`config.mk`:
```
export PLATFORM = sky130hd
export DESIGN_NAME = mixm_top
export DESIGN_NICKNAME = d
export VERILOG_FILES = /design/src/rtl/mixm_pkg.sv /design/src/rtl/mixm_coef_rf.sv /design/src/rtl/mixm_mac.sv /design/src/rtl/mixm_post.sv /design/src/rtl/mixm_top.sv
export SDC_FILE = /design/constraint.sdc
export NUM_CORES = 2
export LEC_CHECK = 0
export BUFFER_PORTS_ARGS = -buffer_cell sky130_fd_sc_hd__buf_2
export CAP_MARGIN = 0
export CORE_ASPECT_RATIO = 1.1
export CORE_MARGIN = 3
export CORE_UTILIZATION = 25
export CTS_CLUSTER_DIAMETER = 200
export DETAILED_ROUTE_END_ITERATION = 10
export PLACE_DENSITY_LB_ADDON = 0.3
export SLEW_MARGIN = 15
export SYNTH_ARGS = -nofsm -noshare
export SYNTH_HDL_FRONTEND = slang
export SYNTH_SLANG_ARGS = --single-unit
```
`constraint.sdc`:
```
create_clock -name clk -period 11.4 [get_ports clk]
set_clock_uncertainty 0.05 [all_clocks]
set_input_delay 3.42 -clock clk [delete_from_list [all_inputs] [get_ports clk]]
set_output_delay 3.42 -clock clk [all_outputs]
set_load 0.02 [all_outputs]
```
`src/rtl/mixm_pkg.sv`:
```
package mixm_pkg;

    typedef enum logic [1:0] {
        ST_IDLE,
        ST_MAC,
        ST_POST,
        ST_FIN
    } mix_state_t;

    localparam int ADDR_VOL_A = 0;
    localparam int ADDR_VOL_B = 1;
    localparam int ADDR_MIX0  = 2;
    localparam int ADDR_ROUTE = 31;

endpackage

```
`src/rtl/mixm_coef_rf.sv`:
```
module mixm_coef_rf
    import mixm_pkg::*;
#(
    parameter int CW      = 8,
    parameter int ENTRIES = 24,
    parameter int ADDR_W  = 5,
    parameter int IDX_W   = 5
) (
    input  logic              clk,
    input  logic              rst_n,
    input  logic              we,
    input  logic [ADDR_W-1:0] addr,
    input  logic [CW-1:0]     wdata,
    input  logic [IDX_W-1:0]  rd_idx,
    output logic [CW-1:0]     rd_coef,
    output logic [CW-2:0]     vol_a,
    output logic [CW-2:0]     vol_b,
    output logic              swap
);

    localparam int GAP_LO = ADDR_MIX0 + ENTRIES;

    logic [CW-1:0] mix_q [ENTRIES];

    for (genvar g = 0; g < ENTRIES; g++) begin : g_mix
        always_ff @(posedge clk or negedge rst_n) begin
            if (!rst_n) begin
                mix_q[g] <= '0;
            end else if (we && addr == ADDR_W'(ADDR_MIX0 + g)) begin
                mix_q[g] <= wdata;
            end
        end
    end

    always_ff @(posedge clk or negedge rst_n) begin
        if (!rst_n) begin
            vol_a <= '0;
            vol_b <= '0;
            swap  <= 1'b0;
        end else if (we) begin
            if (addr == ADDR_W'(ADDR_VOL_A)) vol_a <= wdata[CW-2:0];
            if (addr == ADDR_W'(ADDR_VOL_B)) vol_b <= wdata[CW-2:0];
            if (addr == ADDR_W'(ADDR_ROUTE)) swap  <= wdata[CW-1];
        end
    end

    assign rd_coef = mix_q[rd_idx];

    AST_GAP_NO_EFFECT: assert property (@(posedge clk) disable iff (!rst_n)
        (we && addr >= ADDR_W'(GAP_LO) && addr < ADDR_W'(ADDR_ROUTE))
        |=> ($stable(vol_a) && $stable(vol_b) && $stable(swap)));

endmodule

```
`src/rtl/mixm_mac.sv`:
```
module mixm_mac #(
    parameter int DW      = 16,
    parameter int CW      = 8,
    parameter int AW      = 20,
    parameter int TERM_SH = 3
) (
    input  logic          clk,
    input  logic          rst_n,
    input  logic          en,
    input  logic          first,
    input  logic [DW-1:0] x,
    input  logic [CW-1:0] c,
    output logic [AW-1:0] acc_next
);

    localparam int PW = DW + CW;
    localparam int SW = PW + 1;
    localparam logic [AW-1:0] ACC_MAX = {1'b0, {(AW-1){1'b1}}};
    localparam logic [AW-1:0] ACC_MIN = {1'b1, {(AW-1){1'b0}}};

    logic signed [PW-1:0] prod;
    logic signed [PW-1:0] prod_sh;
    logic signed [SW-1:0] term;
    logic signed [SW-1:0] base;
    logic signed [SW-1:0] sum;
    logic [AW-1:0]        acc_q;

    assign prod    = $signed(x) * $signed(c);
    assign prod_sh = prod >>> TERM_SH;
    assign term    = {prod_sh[PW-1], prod_sh};
    assign base    = first ? '0 : {{(SW-AW){acc_q[AW-1]}}, acc_q};
    assign sum     = base + term;

    always_comb begin
        if (!sum[SW-1] && (|sum[SW-2:AW-1])) begin
            acc_next = ACC_MAX;
        end else if (sum[SW-1] && !(&sum[SW-2:AW-1])) begin
            acc_next = ACC_MIN;
        end else begin
            acc_next = sum[AW-1:0];
        end
    end

    always_ff @(posedge clk or negedge rst_n) begin
        if (!rst_n) begin
            acc_q <= '0;
        end else if (en) begin
            acc_q <= acc_next;
        end
    end

    AST_ACC_PINNED_HIGH: assert property (@(posedge clk) disable iff (!rst_n)
        (en && !first && acc_q == ACC_MAX && !term[SW-1]) |-> (acc_next == ACC_MAX));
    AST_ACC_PINNED_LOW: assert property (@(posedge clk) disable iff (!rst_n)
        (en && !first && acc_q == ACC_MIN && term[SW-1]) |-> (acc_next == ACC_MIN));

endmodule

```
`src/rtl/mixm_post.sv`:
```
module mixm_post #(
    parameter int DW     = 16,
    parameter int CW     = 8,
    parameter int AW     = 20,
    parameter int OUT_N  = 4,
    parameter int PRE_SH = 3
) (
    input  logic [OUT_N*AW-1:0] chan_acc,
    input  logic [CW-2:0]       vol_a,
    input  logic [CW-2:0]       vol_b,
    input  logic                swap,
    output logic [OUT_N*DW-1:0] y_flat
);

    localparam int HALF = OUT_N / 2;
    localparam int XW   = AW + PRE_SH;

    logic [DW-1:0] ch_y [OUT_N];

    for (genvar m = 0; m < OUT_N; m++) begin : g_chan
        logic [AW-1:0]          a;
        logic [XW-1:0]          sh;
        logic signed [AW-1:0]   clamp;
        logic signed [DW-1:0]   pre;
        logic [CW-2:0]          v;
        logic signed [DW+CW-1:0] sc;

        assign a  = chan_acc[m*AW +: AW];
        assign sh = {a, {PRE_SH{1'b0}}};

        always_comb begin
            if (!sh[XW-1] && (|sh[XW-2:AW-1])) begin
                clamp = {1'b0, {(AW-1){1'b1}}};
            end else if (sh[XW-1] && !(&sh[XW-2:AW-1])) begin
                clamp = {1'b1, {(AW-1){1'b0}}};
            end else begin
                clamp = sh[AW-1:0];
            end
        end

        assign pre = DW'(clamp >>> (AW - DW));

        if (m < HALF) begin : g_va
            assign v = vol_a;
        end else begin : g_vb
            assign v = vol_b;
        end

        assign sc      = pre * $signed({1'b0, v});
        assign ch_y[m] = DW'(sc >>> (CW - 1));
    end

    for (genvar o = 0; o < OUT_N; o++) begin : g_route
        assign y_flat[o*DW +: DW] = swap ? ch_y[(o + HALF) % OUT_N] : ch_y[o];
    end

endmodule

```
`src/rtl/mixm_top.sv`:
```
module mixm_top
    import mixm_pkg::*;
#(
    parameter int DW      = 16,
    parameter int CW      = 8,
    parameter int AW      = 20,
    parameter int SRC_N   = 6,
    parameter int OUT_N   = 4,
    parameter int ADDR_W  = 5,
    parameter int TERM_SH = 3,
    parameter int PRE_SH  = 3
) (
    input  logic                clk,
    input  logic                rst_n,
    input  logic                strobe,
    input  logic [SRC_N*DW-1:0] src_flat,
    input  logic                coef_we,
    input  logic [ADDR_W-1:0]   coef_addr,
    input  logic [CW-1:0]       coef_wdata,
    output logic [OUT_N*DW-1:0] out_flat,
    output logic                done
);

    localparam int SRC_W = $clog2(SRC_N);
    localparam int CH_W  = $clog2(OUT_N);
    localparam int IDX_W = $clog2(SRC_N * OUT_N);

    mix_state_t state_q, state_d;

    logic [SRC_W-1:0]     src_q;
    logic [CH_W-1:0]      ch_q;
    logic [DW-1:0]        snap_q [SRC_N];
    logic [AW-1:0]        chan_res_q [OUT_N];
    logic [OUT_N*AW-1:0]  chan_flat;
    logic [OUT_N*DW-1:0]  y_flat;
    logic [OUT_N*DW-1:0]  out_q;
    logic [IDX_W-1:0]     idx;
    logic [CW-1:0]        coef;
    logic [CW-2:0]        vol_a, vol_b;
    logic                 swap;
    logic [AW-1:0]        acc_next;
    logic                 src_last, last_term, mac_en;

    assign src_last  = (src_q == SRC_W'(SRC_N - 1));
    assign last_term = src_last && (ch_q == CH_W'(OUT_N - 1));
    assign mac_en    = (state_q == ST_MAC);
    assign idx       = IDX_W'(ch_q) * IDX_W'(SRC_N) + IDX_W'(src_q);

    mixm_coef_rf #(
        .CW(CW), .ENTRIES(SRC_N * OUT_N), .ADDR_W(ADDR_W), .IDX_W(IDX_W)
    ) u_rf (
        .clk(clk), .rst_n(rst_n), .we(coef_we), .addr(coef_addr),
        .wdata(coef_wdata), .rd_idx(idx), .rd_coef(coef),
        .vol_a(vol_a), .vol_b(vol_b), .swap(swap)
    );

    mixm_mac #(
        .DW(DW), .CW(CW), .AW(AW), .TERM_SH(TERM_SH)
    ) u_mac (
        .clk(clk), .rst_n(rst_n), .en(mac_en), .first(src_q == '0),
        .x(snap_q[src_q]), .c(coef), .acc_next(acc_next)
    );

    for (genvar m = 0; m < OUT_N; m++) begin : g_flat
        assign chan_flat[m*AW +: AW] = chan_res_q[m];
    end

    mixm_post #(
        .DW(DW), .CW(CW), .AW(AW), .OUT_N(OUT_N), .PRE_SH(PRE_SH)
    ) u_post (
        .chan_acc(chan_flat), .vol_a(vol_a), .vol_b(vol_b),
        .swap(swap), .y_flat(y_flat)
    );

    // State register
    always_ff @(posedge clk or negedge rst_n) begin
        if (!rst_n) begin
            state_q <= ST_IDLE;
        end else begin
            state_q <= state_d;
        end
    end

    // Transitions
    always_comb begin
        state_d = state_q;
        unique case (state_q)
            ST_IDLE: if (strobe)    state_d = ST_MAC;   // IDLE_TO_MAC
            ST_MAC:  if (last_term) state_d = ST_POST;  // MAC_TO_POST
            ST_POST:                state_d = ST_FIN;   // POST_TO_FIN
            ST_FIN:                 state_d = ST_IDLE;  // FIN_TO_IDLE
        endcase
    end

    // Datapath sequencing
    always_ff @(posedge clk or negedge rst_n) begin
        if (!rst_n) begin
            src_q <= '0;
            ch_q  <= '0;
            out_q <= '0;
            for (int i = 0; i < SRC_N; i++) snap_q[i] <= '0;
            for (int m = 0; m < OUT_N; m++) chan_res_q[m] <= '0;
        end else begin
            if (state_q == ST_IDLE && strobe) begin
                src_q <= '0;
                ch_q  <= '0;
                for (int i = 0; i < SRC_N; i++) snap_q[i] <= src_flat[i*DW +: DW];
            end
            if (state_q == ST_MAC) begin
                if (src_last) begin
                    src_q            <= '0;
                    ch_q             <= ch_q + 1'b1;
                    chan_res_q[ch_q] <= acc_next;
                end else begin
                    src_q <= src_q + 1'b1;
                end
            end
            if (state_q == ST_POST) begin
                out_q <= y_flat;
            end
        end
    end

    // Outputs
    always_comb begin
        out_flat = out_q;
        done     = (state_q == ST_FIN);
    end

    AST_DONE_SINGLE: assert property (@(posedge clk) disable iff (!rst_n)
        done |=> !done);
    AST_OUT_HOLD: assert property (@(posedge clk) disable iff (!rst_n)
        (state_q != ST_POST) |=> $stable(out_flat));
    AST_BUSY_STROBE_IGNORED: assert property (@(posedge clk) disable iff (!rst_n)
        (state_q == ST_FIN && strobe) |=> (state_q == ST_IDLE && !done));
    AST_MUTE_PAIR_A: assert property (@(posedge clk) disable iff (!rst_n)
        (state_q == ST_POST && vol_a == '0 && !swap) |=> (out_flat[2*DW-1:0] == '0));
    AST_MAC_RUN_LENGTH: assert property (@(posedge clk) disable iff (!rst_n)
        (state_q == ST_IDLE && strobe) |=> (state_q == ST_MAC && src_q == '0 && ch_q == '0));

endmodule

```
==> impl_metrics.ini <==
[status]
status = complete, no violations

[critical_path]
reg2reg_depth = 37
end_kind = flop
max_stage_delay_ns = 1.01
critical_path_class = reg2reg
arrival_ns = 10.83
critPathLaunchType = flop
crit_required_ns = 11.82
cp_slowest_cell = ha_2
path_max_fanout = 91

[clocking]
cts_resized = 0
hold_buffers = 0
worst_skew_pair.late_latency_ns = 0.68
cts_tree = built
cts-root-buf = clkbuf_16
clk_path_buf_depth = 3
cts_setup_buffers = 0
path_clk_slew_ns = 0.06
htreeDepth = 2
clkSinkCount = 470
numCtsBuffers = 56

[floorplan]
rows = 156
die_w_um = 396.1
initial_core_util_pct = 25.31
pin_count = 178
core_um2 = 165300
fp.dieArea_um2 = 172300
die_h_um = 435.1

[min_path]
hp-class = reg2reg
hold-path-cell-count = 1

[timing]
tightest_slew_ns = 1.197
tns_ns = 0
final.period_utilization_pct = 91.34
finalHoldViolCount = 0
drv_slew = 0
fmax_mhz = 96.04
maxSlewHeadroom_pct = 19.88
setup_viol = 0
period_needed_ns = 10.41
setup_ws_ns = 0.9872
rsz0062_at_grt = false

[yosys]
synth-xor-area-share_pct = 2.156
synth_top_family_by_area = adder cells
synth.area.mux_share_pct = 13.51
syn_area_per_cell_um2 = 10.40
synth_async_sr_flop_share_pct = 100.0
yosys.area_share.simple_pct = 13.33
synth_compound_area_share_pct = 7.467
yosysSeqAreaShare_pct = 28.11
synth_cell_type_count = 76
yosys_warnings = 0
ys_seq_elements = 470
synth_nets = 4822
syn_area_um2 = 41840
synth-edff-count = 0
syn-instance-count = 4024
synthAdderAreaFrac_pct = 28.33
ys.flop_type = dfrtp_1

[cells_and_area]
syn_to_final_growth_pct = 12.55
fin_nets = 4921
layout-drive-gt1-share_pct = 18.37

[routing]
dr.pass1.iters = 5
drt-total-wl_um = 116000
via_count = 28744
remaining_drc_errors = 0
wire_per_inst_um = 18.16
drt-vias-per-instance = 4.501
dr.first_iter.drc_count = 1664
postRouteAntennaNets = 0

[placement]
place_ws_ns = 0.9984
dp.final_hpwl_um = 88180
gp_congestion = 0.8347
io_buffers = 177

[global_routing]
grt_util_all_layers_pct = 13.48
antenna_found_initial = 23
grt_max_degree = 178
overflow = 0
grt_pass1_wl_um = 183200
grt_pass1_vias = 30464

[flow_run]
maxCapViolCount = 0
==> flip-flops by register name (all words and copies together), names as in the netlist <==
| name | flops |
|---|---|
| u_mac.acc_q | 20 |
| src_q | 3 |
| ch_q | 2 |
| state_q | 2 |
| u_rf.vol_b | 7 |
| chan_flat | 76 |
| u_rf.vol_a | 7 |
| u_rf.swap | 1 |
| snap_q | 96 |
| u_rf.mix_q | 192 |
| out_flat | 64 |
==> through the flow <==
step	utilization, %	instance area, um^2	cells	hold WS (ns)
finish	28.48	47090	6386	0.4302
global route	28.48	47080	6382	0.4585
CTS	28.47	47070	6376	0.4347
detailed placement	27.33	45180	6277	0.4205
global placement	27.33	45180	6277	0.4090
floorplan	-	41840	4024	0.4239
==> layer usage <==
layer / wire length [um] / track usage (%) / vias to the layer above / share of wire, %
met4: 3118 / 3.396 / 20 / 2.7
met1: 54660 / 18.98 / 14600 / 47
met2: 52160 / 21.29 / 559 / 45
met3: 5889 / 2.474 / 153 / 5.1
met5: 136 / 0 / - / 0.12
li1: - / - / 13412 / -
==> final timing paths <==
path                         startpoint               to  slack, ns
max                             ch_q[0]  u_mac.acc_q[13]       0.99
min                        out_flat[56]     out_flat[56]       0.43
max reg2reg                     ch_q[0]  u_mac.acc_q[13]       0.99
min reg2reg                out_flat[56]     out_flat[56]       0.43
max in group asynchronous         rst_n   u_rf.mix_q[38]       6.73
min in group asynchronous         rst_n    chan_flat[53]       2.66
==> cells in the final DEF (no fill, tap or decap), drive strengths merged, types with 7 or more instances in the layout <==
cell type  Yosys  layout
a211oi        14      14
a21o          32      32
a21oi        105     105
a22oi         26      26
a31oi        106     106
and2         324     324
and3          13      13
buf           44     226
clkbuf       141      81
clkinv         1      13
dfrtp        470     470
diode          0      10
fa           437     437
ha           248     248
inv          586     588
mux2         327     327
mux2i         35      35
mux4          72      72
nand2        209     209
nand2b        19      19
nand3         43      43
nand3b         7       7
nand4         19      19
nor2         310     310
nor2b         54      54
nor3          39      39
nor4          11      11
o211ai        13      13
o21a          67      67
o21ai         46      46
o21bai         7       7
o31ai          8       8
or2           21      21
or3            7       7
xnor2         78      78
xor2          25      25
==> area by class of cell <==
| class | instances | area (um^2) |
|---|---|---|
| clock buffers | 81 | 1635 |
| repair buffers | 226 | 1289 |
| fillers | 17382 | 118200 |
| clock inverters | 18 | 254.0 |
| diodes | 10 | 25.02 |
| well taps | 2212 | 2768 |
| inverters | 587 | 2203 |
| multi-input cells | 2782 | 27150 |
| flip-flops and latches | 470 | 11770 |
==> cell usage after synthesis, types with 19 or more instances <==
cell type,instances,share of area (%)
a21o_1,32,0.57
a21oi_1,104,1.2
a22oi_1,26,0.47
a31oi_1,106,1.6
and2_1,324,4.8
buf_2,25,0.30
clkbuf_1,141,1.3
dfrtp_1,470,28
fa_1,437,21
ha_1,248,7.4
inv_1,585,5.2
mux2_2,327,8.8
mux2i_1,35,0.84
mux4_2,72,3.9
nand2_1,209,1.9
nand2b_1,19,0.28
nand3_1,34,0.41
nand4_1,19,0.28
nor2_1,310,2.8
nor2b_1,53,0.79
nor3_1,39,0.47
o21a_1,67,1.2
o21ai_0,42,0.50
or2_2,21,0.31
xnor2_1,78,1.6
xor2_1,25,0.52
==> critical path, delay by kind of cell, from the launching register on <==
family | cells | cell delay [ns]
AOI/OAI and AO/OA | 16 | 3.27
xor gates and xnor gates | 2 | 0.34
adders and majority gates | 7 | 3.29
buffers and inverters | 7 | 1.67
DFF | 1 | 0.46
muxes | 2 | 0.61
and+or+nand+nor | 3 | 0.43
==> kinds of logic (layout without fill, tap and decap cells) <==
group / Yosys count / count (layout)
fa+ha+maj: 685 / 685
buf+inv: 772 / 912
compound gates: 471 / 471
simple gates: 1089 / 1089
other cells: 0 / 10
xor+xnor: 103 / 103
mux: 434 / 434
flops: 470 / 470
Power is left out: the tool's default activity adds up to more than one toggle a clock period on the data nets, which glitch-free logic cannot reach.
